[src/rtl/i2c_mon_pkg.sv]
// Shared codes for the passive I2C monitor.
// Assumes: one byte on the bus is eight bits, sent most significant first.
package i2c_mon_pkg;
    localparam int BYTE_W  = 8;
    localparam int ADDR_W  = 10;
    localparam int TYPE_W  = 4;

    // Event codes seen on evt_type.
    typedef enum logic [TYPE_W-1:0] {
        EV_NONE    = 4'd0,
        EV_START   = 4'd1,
        EV_RSTART  = 4'd2,
        EV_STOP    = 4'd3,
        EV_ACK     = 4'd4,
        EV_NACK    = 4'd5,
        EV_ADDR_RD = 4'd6,
        EV_ADDR_WR = 4'd7,
        EV_DATA_RD = 4'd8,
        EV_DATA_WR = 4'd9
    } evt_e;

    // Decoder phases.
    typedef enum logic [1:0] {
        PH_IDLE = 2'd0,
        PH_ADDR = 2'd1,
        PH_ACK  = 2'd2,
        PH_DATA = 2'd3
    } phase_e;
endpackage

[src/rtl/i2c_mon_sync.sv]
// Line synchronizer and bus-condition detector.
// Brings SCL and SDA into the clock domain through STAGES flops each, keeps a
// one-cycle-old copy and derives SCL rise, START and STOP from those two
// registered samples only, so a metastable first stage never reaches them.
// Assumes: idle bus is high, so all flops reset to 1.
module i2c_mon_sync #(
    parameter int STAGES = 2
) (
    input  logic clk,
    input  logic rst_n,
    input  logic scl_raw,
    input  logic sda_raw,
    output logic sda_lvl,
    output logic scl_rise,
    output logic start_det,
    output logic stop_det
);
    localparam int LINES  = 2;
    localparam int L_SCL  = 0;
    localparam int L_SDA  = 1;

    logic [LINES-1:0]             raw;
    logic [LINES-1:0][STAGES-1:0] pipe_q;
    logic [LINES-1:0]             cur;
    logic [LINES-1:0]             prev_q;

    assign raw = {sda_raw, scl_raw};

    for (genvar g = 0; g < LINES; g++) begin : g_line
        // Shift the raw line through the synchronizer chain.
        always_ff @(posedge clk) begin
            if (!rst_n) begin
                pipe_q[g] <= '1;
            end else begin
                pipe_q[g] <= {pipe_q[g][STAGES-2:0], raw[g]};
            end
        end
        assign cur[g] = pipe_q[g][STAGES-1];
    end

    // Hold the previous synchronized level of both lines.
    always_ff @(posedge clk) begin
        if (!rst_n) begin
            prev_q <= '1;
        end else begin
            prev_q <= cur;
        end
    end

    assign sda_lvl   = cur[L_SDA];
    assign scl_rise  = cur[L_SCL] & ~prev_q[L_SCL];
    assign start_det = cur[L_SCL] & prev_q[L_SCL] & prev_q[L_SDA] & ~cur[L_SDA];
    assign stop_det  = cur[L_SCL] & prev_q[L_SCL] & ~prev_q[L_SDA] & cur[L_SDA];
endmodule

[src/rtl/i2c_mon_decoder.sv]
// Transfer decoder for the I2C monitor.
// Walks idle -> address -> acknowledge -> data, assembles bytes MSB first,
// keeps direction and 10-bit address state, and emits one registered record
// per event. START is honoured only in idle or data phase, STOP only in data
// phase; in address and acknowledge phases only SCL rises are looked at.
// Assumes: scl_rise, start_det and stop_det are never high together.
module i2c_mon_decoder
    import i2c_mon_pkg::*;
(
    input  logic              clk,
    input  logic              rst_n,
    input  logic              sda_lvl,
    input  logic              scl_rise,
    input  logic              start_det,
    input  logic              stop_det,
    output logic              acc_start,
    output logic              acc_stop,
    output logic              acc_bit,
    output logic              evt_valid_o,
    output evt_e              evt_type_o,
    output logic [BYTE_W-1:0] evt_data_o,
    output logic [ADDR_W-1:0] evt_addr_o,
    output logic              evt_addr10_o
);
    localparam int IDX_W  = $clog2(BYTE_W);
    localparam int HI_W   = ADDR_W - BYTE_W;
    localparam int LEFT_W = 2;
    localparam logic [IDX_W-1:0] LAST_IDX = IDX_W'(BYTE_W - 1);

    phase_e              phase_q;
    logic [IDX_W-1:0]    idx_q;
    logic [BYTE_W-2:0]   shreg_q;
    logic                dir_rd_q;
    logic                open_q;
    logic [LEFT_W-1:0]   addr_left_q;
    logic [ADDR_W-1:0]   addr_q;
    logic                addr10_q;

    logic [BYTE_W-1:0]   nb;
    logic                hdr10;
    logic                byte_done;
    logic [ADDR_W-1:0]   first_addr;
    logic [ADDR_W-1:0]   second_addr;

    // Byte being completed by this rise and its address interpretations.
    always_comb begin
        nb          = {shreg_q, sda_lvl};
        hdr10       = (nb[BYTE_W-1:3] == 5'b11110);
        byte_done   = scl_rise && (idx_q == LAST_IDX);
        first_addr  = hdr10 ? {nb[2:1], {BYTE_W{1'b0}}}
                            : {{(ADDR_W-BYTE_W+1){1'b0}}, nb[BYTE_W-1:1]};
        second_addr = {addr_q[ADDR_W-1 -: HI_W], nb};
    end

    // Accepted conditions, used by the transfer statistics.
    always_comb begin
        acc_start = start_det && (phase_q == PH_IDLE || phase_q == PH_DATA);
        acc_stop  = stop_det && (phase_q == PH_DATA);
        acc_bit   = scl_rise && (phase_q == PH_ADDR || phase_q == PH_DATA);
    end

    // Phase machine, byte assembly and event record register.
    always_ff @(posedge clk) begin
        if (!rst_n) begin
            phase_q      <= PH_IDLE;
            idx_q        <= '0;
            shreg_q      <= '0;
            dir_rd_q     <= 1'b0;
            open_q       <= 1'b0;
            addr_left_q  <= '0;
            addr_q       <= '0;
            addr10_q     <= 1'b0;
            evt_valid_o  <= 1'b0;
            evt_type_o   <= EV_NONE;
            evt_data_o   <= '0;
            evt_addr_o   <= '0;
            evt_addr10_o <= 1'b0;
        end else begin
            evt_valid_o <= 1'b0;
            unique case (phase_q)
                PH_IDLE: begin
                    if (start_det) begin
                        phase_q      <= PH_ADDR;
                        idx_q        <= '0;
                        addr_left_q  <= '0;
                        open_q       <= 1'b1;
                        evt_valid_o  <= 1'b1;
                        evt_type_o   <= open_q ? EV_RSTART : EV_START;
                        evt_data_o   <= '0;
                        evt_addr_o   <= addr_q;
                        evt_addr10_o <= addr10_q;
                    end
                end
                PH_ADDR: begin
                    if (scl_rise) begin
                        shreg_q <= nb[BYTE_W-2:0];
                        idx_q   <= idx_q + 1'b1;
                        if (byte_done) begin
                            phase_q     <= PH_ACK;
                            evt_valid_o <= 1'b1;
                            evt_data_o  <= nb;
                            if (addr_left_q == '0) begin
                                dir_rd_q     <= nb[0];
                                addr_left_q  <= hdr10 ? 2'd2 : 2'd1;
                                addr_q       <= first_addr;
                                addr10_q     <= hdr10;
                                evt_type_o   <= nb[0] ? EV_ADDR_RD : EV_ADDR_WR;
                                evt_addr_o   <= first_addr;
                                evt_addr10_o <= hdr10;
                            end else begin
                                addr_q       <= second_addr;
                                evt_type_o   <= dir_rd_q ? EV_ADDR_RD : EV_ADDR_WR;
                                evt_addr_o   <= second_addr;
                                evt_addr10_o <= addr10_q;
                            end
                        end
                    end
                end
                PH_ACK: begin
                    if (scl_rise) begin
                        idx_q        <= '0;
                        evt_valid_o  <= 1'b1;
                        evt_type_o   <= sda_lvl ? EV_NACK : EV_ACK;
                        evt_data_o   <= '0;
                        evt_addr_o   <= addr_q;
                        evt_addr10_o <= addr10_q;
                        if (addr_left_q != '0) begin
                            addr_left_q <= addr_left_q - 1'b1;
                        end
                        phase_q <= (addr_left_q > 2'd1) ? PH_ADDR : PH_DATA;
                    end
                end
                PH_DATA: begin
                    if (scl_rise) begin
                        shreg_q <= nb[BYTE_W-2:0];
                        idx_q   <= idx_q + 1'b1;
                        if (byte_done) begin
                            phase_q      <= PH_ACK;
                            evt_valid_o  <= 1'b1;
                            evt_type_o   <= dir_rd_q ? EV_DATA_RD : EV_DATA_WR;
                            evt_data_o   <= nb;
                            evt_addr_o   <= addr_q;
                            evt_addr10_o <= addr10_q;
                        end
                    end else if (start_det) begin
                        phase_q      <= PH_ADDR;
                        idx_q        <= '0;
                        addr_left_q  <= '0;
                        evt_valid_o  <= 1'b1;
                        evt_type_o   <= open_q ? EV_RSTART : EV_START;
                        evt_data_o   <= '0;
                        evt_addr_o   <= addr_q;
                        evt_addr10_o <= addr10_q;
                    end else if (stop_det) begin
                        phase_q      <= PH_IDLE;
                        idx_q        <= '0;
                        open_q       <= 1'b0;
                        dir_rd_q     <= 1'b0;
                        evt_valid_o  <= 1'b1;
                        evt_type_o   <= EV_STOP;
                        evt_data_o   <= '0;
                        evt_addr_o   <= addr_q;
                        evt_addr10_o <= addr10_q;
                    end
                end
                default: phase_q <= PH_IDLE;
            endcase
        end
    end
endmodule

[src/rtl/i2c_mon_stats.sv]
// Per-transfer statistics for the I2C monitor.
// Counts sampled address/data bits and elapsed cycles from the latest accepted
// START; on an accepted STOP publishes both, the cycle figure inclusive of the
// START and STOP detection cycles. Counters saturate at their maximum.
// Assumes: acc_start, acc_stop and acc_bit are mutually exclusive.
module i2c_mon_stats #(
    parameter int BITS_W = 16,
    parameter int CYC_W  = 24
) (
    input  logic              clk,
    input  logic              rst_n,
    input  logic              acc_start,
    input  logic              acc_stop,
    input  logic              acc_bit,
    output logic [BITS_W-1:0] xfer_bits_o,
    output logic [CYC_W-1:0]  xfer_cycles_o
);
    localparam logic [BITS_W-1:0] BITS_MAX = '1;
    localparam logic [CYC_W-1:0]  CYC_MAX  = '1;

    logic              active_q;
    logic [BITS_W-1:0] bits_q;
    logic [CYC_W-1:0]  cyc_q;

    // Run the counters while a transfer is open and publish on STOP.
    always_ff @(posedge clk) begin
        if (!rst_n) begin
            active_q      <= 1'b0;
            bits_q        <= '0;
            cyc_q         <= '0;
            xfer_bits_o   <= '0;
            xfer_cycles_o <= '0;
        end else if (acc_start) begin
            active_q <= 1'b1;
            bits_q   <= '0;
            cyc_q    <= CYC_W'(1);
        end else if (acc_stop) begin
            active_q      <= 1'b0;
            xfer_bits_o   <= bits_q;
            xfer_cycles_o <= (cyc_q == CYC_MAX) ? CYC_MAX : cyc_q + 1'b1;
        end else if (active_q) begin
            if (acc_bit && bits_q != BITS_MAX) begin
                bits_q <= bits_q + 1'b1;
            end
            if (cyc_q != CYC_MAX) begin
                cyc_q <= cyc_q + 1'b1;
            end
        end
    end
endmodule

[src/rtl/i2c_bus_monitor.sv]
// Passive I2C bus monitor, top level.
// Synchronizes the bus lines, decodes transfers into one-cycle event records
// and reports per-transfer bit and cycle counts with each STOP record.
// Assumes: scl_in/sda_in are raw, asynchronous bus levels; nothing is driven.
module i2c_bus_monitor #(
    parameter int SYNC_STAGES = 2,
    parameter int BITS_W      = 16,
    parameter int CYC_W       = 24
) (
    input  logic              clk,
    input  logic              rst_n,
    input  logic              scl_in,
    input  logic              sda_in,
    output logic              evt_valid,
    output logic [3:0]        evt_type,
    output logic [7:0]        evt_data,
    output logic [9:0]        evt_addr,
    output logic              evt_addr10,
    output logic [BITS_W-1:0] xfer_bits,
    output logic [CYC_W-1:0]  xfer_cycles
);
    import i2c_mon_pkg::*;

    logic sda_lvl, scl_rise, start_det, stop_det;
    logic acc_start, acc_stop, acc_bit;
    evt_e ev_type;

    i2c_mon_sync #(.STAGES(SYNC_STAGES)) u_sync (
        .clk       (clk),
        .rst_n     (rst_n),
        .scl_raw   (scl_in),
        .sda_raw   (sda_in),
        .sda_lvl   (sda_lvl),
        .scl_rise  (scl_rise),
        .start_det (start_det),
        .stop_det  (stop_det)
    );

    i2c_mon_decoder u_dec (
        .clk          (clk),
        .rst_n        (rst_n),
        .sda_lvl      (sda_lvl),
        .scl_rise     (scl_rise),
        .start_det    (start_det),
        .stop_det     (stop_det),
        .acc_start    (acc_start),
        .acc_stop     (acc_stop),
        .acc_bit      (acc_bit),
        .evt_valid_o  (evt_valid),
        .evt_type_o   (ev_type),
        .evt_data_o   (evt_data),
        .evt_addr_o   (evt_addr),
        .evt_addr10_o (evt_addr10)
    );

    assign evt_type = ev_type;

    i2c_mon_stats #(.BITS_W(BITS_W), .CYC_W(CYC_W)) u_stats (
        .clk           (clk),
        .rst_n         (rst_n),
        .acc_start     (acc_start),
        .acc_stop      (acc_stop),
        .acc_bit       (acc_bit),
        .xfer_bits_o   (xfer_bits),
        .xfer_cycles_o (xfer_cycles)
    );
endmodule

[config.mk]
export PLATFORM = sky130hd
export DESIGN_NAME = i2c_bus_monitor
export DESIGN_NICKNAME = d
export VERILOG_FILES = /design/src/rtl/i2c_mon_pkg.sv /design/src/rtl/i2c_mon_sync.sv /design/src/rtl/i2c_mon_decoder.sv /design/src/rtl/i2c_mon_stats.sv /design/src/rtl/i2c_bus_monitor.sv
export SDC_FILE = /design/constraint.sdc
export NUM_CORES = 1
export LEC_CHECK = 0
export BUFFER_PORTS_ARGS = -buffer_cell sky130_fd_sc_hd__buf_2
export CAP_MARGIN = 20
export CORE_ASPECT_RATIO = 0.75
export CORE_MARGIN = 10
export CORE_UTILIZATION = 60
export CTS_BUF_LIST = sky130_fd_sc_hd__clkbuf_4 sky130_fd_sc_hd__clkbuf_8
export DETAILED_ROUTE_END_ITERATION = 10
export HOLD_SLACK_MARGIN = 0.05
export MAX_ROUTING_LAYER = met4
export PLACE_DENSITY_LB_ADDON = 0.08
export SYNTH_ARGS = -nofsm -noshare
export SYNTH_HDL_FRONTEND = slang
export SYNTH_SLANG_ARGS = --single-unit
export TNS_END_PERCENT = 100
[constraint.sdc]
create_clock -name clk -period 4.6 [get_ports clk]
set_clock_uncertainty 0.05 [all_clocks]
set_input_delay 0.23 -clock clk [delete_from_list [all_inputs] [get_ports clk]]
set_output_delay 0.23 -clock clk [all_outputs]
set_load 0.01 [all_outputs]
==> results of run 1 <==
kinds of logic (layout without fill, tap and decap cells):
kind of cell	count (synthesis)	count (layout)	share of synthesized area
AND/OR/NAND/NOR	276	276	0.215
AO/OA/AOI/OAI	210	210	0.203
flip-flops	138	138	0.440
buffers and inverters	57	117	0.0392
XOR/XNOR	35	35	0.0488
multiplexers	20	20	0.0321
adder cells (fa/ha/maj)	11	11	0.0219
layout by cell type, fill, tap and decap left out, types with 3 or more instances in the layout:
cell type and instances:
ha_1 11, nand2_1 87, nand3b_1 5, o21a_1 4, and2_1 3, nor2b_1 7
buf_4 5, nor4_1 3, a21o_1 6, nand2b_1 12, nor3_1 10, a211oi_1 9
o22ai_1 9, clkinv_4 3, o21ai_0 56, a31oi_1 3, o31ai_1 4, clkinvlp_4 3
xor2_1 20, or3_1 17, mux2i_1 19, dfxtp_1 138, a311oi_1 4, clkinv_2 3
inv_1 9, o21ai_2 3, a2bb2oi_1 8, nand3_1 22, clkbuf_8 17, xnor2_1 15
nand4_1 15, inv_6 3, nor2_1 70, buf_2 68, a31o_2 3, and3_1 8
a21oi_1 84
cell type report:
class                      instances  share of cell area
clock inverter                    13              0.0171
tap                              136              0.0242
multi-input combinational        552               0.467
clock buffer                      19              0.0354
inverter                           9             0.00480
timing repair buffer              76              0.0587
sequential                       138               0.393
sequential cells by signal, summed over array words and instances, names as in the netlist:
register and flops:
u_sync.sda_lvl 1, u_stats.bits_q 16, u_dec.shreg_q 7, u_dec.evt_addr_o 10, u_dec.evt_addr10_o 1, u_dec.phase_q 2
u_stats.active_q 1, u_stats.xfer_bits_o 16, u_dec.dir_rd_q 1, u_dec.evt_type_o 4, u_dec.open_q 1, u_dec.addr_q 10
u_dec.addr_left_q 2, u_dec.evt_data_o 8, u_sync.cur 1, u_sync.prev_q 2, u_dec.evt_valid_o 1, u_sync.pipe_q 2
u_stats.xfer_cycles_o 24, u_dec.addr10_q 1, u_stats.cyc_q 24, u_dec.idx_q 3
worst max-delay path: cells and delay by family (launching register included):
kind	cells	cell delay, ns
and+or+nand+nor	4	1.48
adders and majority gates	1	0.86
buffers and inverters	1	0.12
DFF	1	0.34
xor gates and xnor gates	1	0.18
final timing paths:
path                                        from           endpoint  slack (ns)  depth (start not counted)
worst max-delay path            u_dec.phase_q[1]  u_stats.bits_q[7]        1.50                          7
worst min-delay path                       rst_n      u_sync.cur[0]        0.29                          2
worst max register to register  u_dec.phase_q[1]  u_stats.bits_q[7]        1.50                          7
worst min register to register  u_sync.pipe_q[2]     u_sync.sda_lvl        0.38                          1
through the flow:
stage	worst slack, ns	power [mW]	hold WS, ns	area [sq um]	instances
floorplan	2.65	1.43	0.281	6280	747
global placement	1.61	1.48	0.347	6630	907
detailed placement	1.51	1.49	0.343	6630	907
CTS	1.49	2.41	0.267	7020	941
global route	1.06	2.50	0.290	7040	943
finish	1.50	2.40	0.293	7040	943
power by group through the flow:
| stage | sequential (mW) | clock [mW] | combinational [mW] |
|---|---|---|---|
| 2_1_floorplan | 1.26 | 0 | 0.167 |
| 3_3_place_gp | 1.26 | 0 | 0.221 |
| 3_5_place_dp | 1.26 | 0 | 0.225 |
| 4_1_cts | 1.24 | 0.947 | 0.228 |
| 5_1_grt | 1.24 | 1.00 | 0.256 |
| 6_report | 1.24 | 0.928 | 0.232 |
layer usage:
layer	up-vias	share of wire
met5	-	0
met4	0	0.012
met3	23	0.058
met2	161	0.43
met1	2594	0.50
li1	2751	-
==> results_dict.tcl, run 1 <==
set metrics [dict create \
    start_util 0.613 \
    coreArea_sq_um 10200 \
    seqPwrFrac 0.516 \
    grt_use_met2 0.303 \
    synth.top_cells.by_area "dfxtp_1 44%, a21oi_1 6.7%, nand2_1 5.2%" \
    switchingPower_uw 653 \
    wl_per_cell_um 16.4 \
    placementRows 32 \
    overflow 0 \
    cts_max_level 4 \
    status "complete, no violations" \
    ys_seq_elements 138 \
    period_share 0.675 \
    finalNetCount 809 \
    fill_cells 847 \
    drtPass1Iterations 5 \
    antenna_cells 0 \
    cts_root_buf "clkbuf_8" \
    slowest_stage "ha_1" \
    synth.most_common_cell "dfxtp_1" \
    combPwrFrac 0.097 \
    synthArstFlopShare 0 \
    dieArea_sq_um 15000 \
    numCtsBuffers 17 \
    crit_fanout 31 \
    cpPeakStageDelay_ns 0.86 \
    ant_nets 0 \
    sequential_cell_area_sq_um 2760 \
    wl_um 15400 \
    grt_max_degree 50 \
    drv_slew 0 \
    tightestPinTransition_ns 1.04 \
    first_global_vias 5043 \
    area_growth_pct 12.0 \
    worst_path_most_repeated_cell "nor2_1" \
    synth_edf_count 0 \
    p_int_mw 1.74 \
    io_buffer_count 67 \
    clk_latency_ns 0.45 \
    drt-initial-drc-count 444 \
    power.density_nw_per_um2 341 \
    die_h_um 109 \
    synth_common_cells "138 x dfxtp_1, 87 x nand2_1, 84 x a21oi_1, 70 x nor2_1, 57 x o21ai_0" \
    drc 0 \
    yosysWarnings 0 \
    worstPathArrival_ns 3.43 \
    worstSetupPathType "flop to flop" \
    syn-cell-area_sq_um 6280 \
    yosysTopAreaCellShare 0.440 \
    synth.avg_cell_area_sq_um 8.41 \
    post_cts_resized 0 \
    setup_tns_ns 0 \
    use_met3 0.0552 \
    grt_first_pass_wirelength_um 25400 \
    cp.required_ns 4.93 \
    cts_buffer_depth 2 \
    cp_cell_sequence "inv_1 -> ha_1 -> nor2_1 -> nor4_1 -> nand3_1 -> xor2_1 -> nor2_1" \
    cts_tree "yes" \
    routabilityCongestion 0.964 \
    fin_crit_ns 3.10 \
    met1_usage 0.281 \
    hold_buffers 2 \
    hold_viol_final 0 \
    antenna_found_initial 0 \
    vias 5529 \
    io_pins 68 \
    top_usage_layer "met2" \
    post-route-util 0.687 \
    clock_sinks 138 \
    start_kind "flop" \
    yosysSeqAreaShare 0.440 \
    drv_cap 0 \
    synth_top_cell_by_area "dfxtp_1" \
    hpwl_um 10600 \
    synth_nets 762 \
    clk_pin_slew_ns 0.08 \
    drive_above_1_share 0.156 \
    setup_viol 0 \
    syn_inst 747 \
    fmax_mhz 322 \
    netSwitchingFraction 0.272 \
    slew_headroom 0.305 \
    cts_setup_buffers 0 \
    p_leak_nw 2.69 \
    peakVddDrop_mv 0.192 \
    power_frac_clock 0.387 \
    synth_cell_types 65 \
    grt_setup_unrepaired "false" \
    critPathCaptureType "flop" \
    via_per_inst 5.86 \
    multi_input_area_sq_um 3290 \
    ys.flop_type "dfxtp_1" \
    die_w_um 138 \
    holdCritPathClass "input pin to flop" \
    groute.usage.overall 0.210 \
]
No activity file was read; power rests on OpenSTA's default activity.
==> inputs of run 2 (changes only) <==
==> constraint.sdc (replaced) <==
create_clock -name clk -period 3 [get_ports clk]
set_clock_uncertainty 0.05 [all_clocks]
set_input_delay 0.15 -clock clk [delete_from_list [all_inputs] [get_ports clk]]
set_output_delay 0.15 -clock clk [all_outputs]
set_load 0.01 [all_outputs]
==> results_dict.tcl, run 2 (synthesis gave the netlist of run 1 again) <==
set metrics [dict create \
    antenna_found_initial 0 \
    grt_first_pass_wirelength_um 25700 \
    post-route-cell-area_sq_um 7050 \
    cp_cell_sequence "ha_1 -> nand4_1 -> or3_1 -> o21ai_2 -> buf_4 -> o21ai_0 -> a21oi_1" \
    routed.top_layer "met4" \
    ant_nets 0 \
    cts_tree "yes" \
    dieArea_sq_um 15000 \
    slew_headroom 0.586 \
    layout_common_cells "138 x dfxtp_1, 87 x nand2_1, 84 x a21oi_1" \
    worstPathArrival_ns 2.86 \
    cp.required_ns 3.32 \
    tightestPinTransition_ns 0.621 \
    numCtsBuffers 17 \
    grt_max_degree 45 \
    reg_top3 "u_stats.cyc_q x24, u_stats.xfer_cycles_o x24" \
    grt_setup_unrepaired "false" \
    met3_length_um 1070 \
    route.met2.wl_um 6660 \
    p_int_mw 2.69 \
    p_leak_nw 2.72 \
    start_util 0.613 \
    power.total_mw 3.63 \
    clock_sinks 138 \
    cts_root_buf "clkbuf_8" \
    crit_fanout 20 \
    drt-initial-drc-count 543 \
    period_share 0.846 \
    critPathBufInv 1 \
    io_buffer_count 67 \
    drc 0 \
    critPathCaptureType "flop" \
    fin_crit_ns 2.54 \
    io_pins 68 \
    die_w_um 138 \
    status "complete, no violations" \
    netSwitchingFraction 0.258 \
    fill_cells 876 \
    hold_slack_ns 0.186 \
    post_cts_resized 0 \
    final_common_cell "dfxtp_1" \
    drv_slew 0 \
    drive_above_1_share 0.160 \
    dpl-instance-area_sq_um 6690 \
    drt-met1-wl_um 7670 \
    via_per_inst 6.04 \
    sequential_cell_area_sq_um 2760 \
    power.density_nw_per_um2 514 \
    overflow 0 \
    drv_cap 0 \
    wl_per_cell_um 16.6 \
    groute.usage.overall 0.210 \
    crit_family "compound AO/OA/AOI/OAI gates" \
    combPwrFrac 0.102 \
    hold_buffers 2 \
    holdCritPathClass "input pin to flop" \
    switchingPower_uw 937 \
    cts_buffer_depth 2 \
    vias 5716 \
    area_growth_pct 12.3 \
    clk_pin_slew_ns 0.07 \
    cts_setup_buffers 0 \
    post-route-util 0.688 \
    setup_viol 0 \
    drtPass1Iterations 5 \
    worstSetupPathType "flop to flop" \
    wl_um 15700 \
    coreArea_sq_um 10200 \
    placementRows 32 \
    slowest_stage "o21ai_2" \
    antenna_cells 0 \
    routabilityCongestion 0.910 \
    cts_max_level 4 \
    finalNetCount 815 \
    power_frac_clock 0.375 \
    clk_latency_ns 0.44 \
    hpwl_um 10700 \
    cpPeakStageDelay_ns 0.48 \
    die_h_um 109 \
    first_global_vias 5222 \
    fmax_mhz 394 \
    peakVddDrop_mv 0.308 \
    hold_viol_final 0 \
    start_kind "flop" \
    setup_tns_ns 0 \
    multi_input_area_sq_um 3290 \
    seqPwrFrac 0.523 \
]
-- run 2: tightest hold or removal path, delay by kind of cell --
kind | cells | cell delay [ns]
buffers and inverters | 2 | 0.37
AND/OR/NAND/NOR | 1 | 0.12
-- run 2: routing by layer --
layer  vias up  global-route usage
li1       2748                   -
met1      2699               0.279
met2       229               0.307
met3        40              0.0460
met4         0              0.0773
met5         -                   -
-- run 2: power groups by stage --
stage | clock [mW] | sequential, mW | combinational [mW]
finish | 1.36 | 1.90 | 0.369
global route | 1.45 | 1.90 | 0.402
CTS | 1.37 | 1.90 | 0.365
detailed placement | 0 | 1.94 | 0.361
global placement | 0 | 1.94 | 0.352
floorplan | 0 | 1.94 | 0.255
-- run 2: area by class of cell --
cell class	count	area share
clock buffer	20	0.0381
clock inverter	10	0.0110
inverter	9	0.00479
multi-input combinational	552	0.466
sequential	138	0.392
tap	136	0.0241
timing repair buffer	82	0.0642
-- run 2: final timing paths --
kind,start,endpoint,slack (ns),depth (start not counted)
max,u_stats.cyc_q[0],u_stats.cyc_q[14],0.46,7
min,rst_n,u_sync.cur[0],0.19,3
max reg2reg,u_stats.cyc_q[0],u_stats.cyc_q[14],0.46,7
min reg2reg,u_sync.pipe_q[0],u_sync.cur[0],0.38,1
-- run 2: stage by stage --
| stage | setup WS, ns | cells |
|---|---|---|
| 2_1_floorplan | 1.05 | 747 |
| 3_3_place_gp | 0.705 | 915 |
| 3_5_place_dp | 0.574 | 915 |
| 4_1_cts | 0.506 | 947 |
| 5_1_grt | 0.275 | 947 |
| 6_report | 0.462 | 947 |
==> inputs of run 3 (changes only) <==
--- a/config.mk
+++ b/config.mk
@@ -5,6 +5,7 @@
 export SDC_FILE = /design/constraint.sdc
 export NUM_CORES = 1
 export LEC_CHECK = 0
+export ABC_AREA = 1
 export BUFFER_PORTS_ARGS = -buffer_cell sky130_fd_sc_hd__buf_2
 export CAP_MARGIN = 20
 export CORE_ASPECT_RATIO = 0.75
==> constraint.sdc (replaced) <==
create_clock -name clk -period 2.58 [get_ports clk]
set_clock_uncertainty 0.05 [all_clocks]
set_input_delay 0.129 -clock clk [delete_from_list [all_inputs] [get_ports clk]]
set_output_delay 0.129 -clock clk [all_outputs]
set_load 0.01 [all_outputs]
==> results_dict.tcl, run 3 <==
set metrics [dict create \
    grt_max_degree 49 \
    post-route-cell-area_sq_um 7590 \
    synth_top_family_by_area "simple AND/OR/NAND/NOR gates" \
    crit_start "u_dec.phase_q[1]" \
    synth_compound_area_frac 0.154 \
    cts_buffer_depth 2 \
    reg_top3 "u_stats.cyc_q x24, u_stats.xfer_cycles_o x24" \
    overflow 0 \
    drv_cap 0 \
    dieArea_sq_um 15800 \
    instances_no_fill 1166 \
    vias 6145 \
    wl_per_cell_um 13.7 \
    peakVddDrop_mv 0.482 \
    cts_root_buf "clkbuf_8" \
    synth_top_cell_by_area "dfxtp_1" \
    io_pins 68 \
    synth.most_common_cell "nand2_1" \
    hpwl_um 11400 \
    clk_latency_ns 0.43 \
    synth_common_cells "262 x nand2_1, 138 x dfxtp_1, 103 x nor2_1, 86 x a21oi_1, 81 x inv_1" \
    critPathCaptureType "flop" \
    io_buffer_count 67 \
    wl_um 16000 \
    setup_slack_ns 0.327 \
    p_leak_nw 3.29 \
    synthMuxAreaShare 0 \
    first_global_vias 5650 \
    worstReg2RegStart "u_dec.phase_q[1]" \
    finalNetCount 1028 \
    synth-xor-area-share 0.0393 \
    setup_tns_ns 0 \
    die_w_um 142 \
    place_ws_ns 0.402 \
    dpl.cell_count 1131 \
    drt-initial-drc-count 447 \
    hold_viol_final 0 \
    ys_seq_elements 138 \
    fin_crit_ns 2.25 \
    drc 0 \
    worstPathArrival_ns 2.56 \
    syn-cell-area_sq_um 6690 \
    antenna_found_initial 0 \
    cp.required_ns 2.89 \
    status "complete, no violations" \
    min_from "u_sync.pipe_q[2]" \
    yosysSeqAreaShare 0.413 \
    ant_nets 0 \
    dpl-instance-area_sq_um 7060 \
    synth_edf_count 0 \
    setup_viol 0 \
    synth_fa_ha_area_frac 0.0206 \
    fmax_mhz 444 \
    final_common_cell "nand2_1" \
    syn_inst 949 \
    via_per_inst 5.27 \
    area_growth_pct 13.5 \
    groute.usage.overall 0.207 \
    synthArstFlopShare 0 \
    ys.flop_type "dfxtp_1" \
    clk_pin_slew_ns 0.08 \
    period_share 0.873 \
    routabilityCongestion 0.941 \
    slew_headroom 0.588 \
    yosysWarnings 0 \
    tightestPinTransition_ns 0.618 \
    clock_sinks 138 \
    synthSimpleGateAreaFrac 0.289 \
    post_cts_resized 0 \
    start_util 0.614 \
    yosysTopAreaCellShare 0.413 \
    drv_slew 0 \
    grt_first_pass_wirelength_um 27200 \
    holdCritPathClass "flop to flop" \
    coreArea_sq_um 10900 \
    placementRows 33 \
    synth_cell_types 41 \
    cts_max_level 4 \
    crit_fanout 17 \
    synth.avg_cell_area_sq_um 7.05 \
    drtPass1Iterations 5 \
    grt_setup_unrepaired "false" \
    synth_nets 964 \
    power.density_nw_per_um2 715 \
    synth.top_cells.by_area "dfxtp_1 41%, nand2_1 15%, a21oi_1 6.4%" \
    layout_common_cells "262 x nand2_1, 138 x dfxtp_1, 103 x nor2_1" \
    drive_above_1_share 0.162 \
    cts_tree "yes" \
    start_kind "flop" \
    numCtsBuffers 17 \
    antenna_cells 0 \
    die_h_um 111 \
    worstSetupPathType "flop to flop" \
]
[run 3: cell types whose count changed after synthesis, moves of 8 or more]
cell,before,now
a2bb2oi_1,9,0
nor2_1,70,103
inv_2,0,13
or3_1,17,0
o21ai_0,57,70
and3_1,8,0
mux2i_1,19,0
clkbuf_1,29,13
nand2_1,87,262
inv_1,9,81
o21ai_1,0,9
nor2_2,0,8
nand2b_1,12,0
nand2_2,0,11
[run 3: worst max-delay path, stage by stage, from the launching register on]
cell	delay, ns
dfxtp_1	0.33
inv_1	0.14
ha_1	0.50
nor2_1	0.13
nor2_1	0.21
nand3_1	0.11
inv_2	0.08
nand2_4	0.13
inv_2	0.26
nand2_1	0.10
a21oi_1	0.15
[run 3: metrics by stage]
stage	hold WS, ns	util	total power, mW
floorplan	0.186	-	3.09
global placement	0.264	0.648	3.29
detailed placement	0.274	0.648	3.30
CTS	0.345	0.696	5.46
global route	0.365	0.696	5.70
finish	0.365	0.696	5.43
[run 3: kinds of logic (layout without fill, tap and decap cells)]
group / after synthesis / after routing
buffers and inverters: 130 / 207
adders and majority gates: 11 / 11
xor gates and xnor gates: 30 / 30
and+or+nand+nor: 449 / 449
AOI/OAI and AO/OA: 191 / 191
DFF: 138 / 138
[run 3: final cells by class]
class / instances / area (sq um)
repair buffers: 79 / 433
clock inverters: 11 / 215
clock buffers: 21 / 283
inverters: 96 / 363
well taps: 140 / 175
multi-input cells: 681 / 3360
fillers: 970 / 3310
flip-flops and latches: 138 / 2760
[run 3: path summary, 6_finish.rpt]
kind         cells after the start  slack, ns                end
max                             10       0.33  u_stats.bits_q[9]
min                              1       0.37     u_sync.sda_lvl
max reg2reg                     10       0.33  u_stats.bits_q[9]
min reg2reg                      1       0.37     u_sync.sda_lvl
[run 3: repair_timing]
action,CTS,global route
hold endpoints to repair,10,0
hold buffers,3,0
buffers inserted,0,0
[run 3: report_power, final]
| group | switching [mW] | internal [mW] | leakage [nW] |
|---|---|---|---|
| registers | 0.0757 | 2.23 | 1.12 |
| clock network | 0.829 | 1.34 | 0.249 |
| logic | 0.645 | 0.307 | 1.92 |
| total | 1.55 | 3.88 | 3.29 |
[run 3: per-layer routing]
layer,wire length (um),global-route usage,vias to the layer above
met5,0,-,-
met4,197,0.0605,0
met3,986,0.0497,20
met2,6620,0.283,166
met1,8170,0.295,2801
li1,-,-,3158
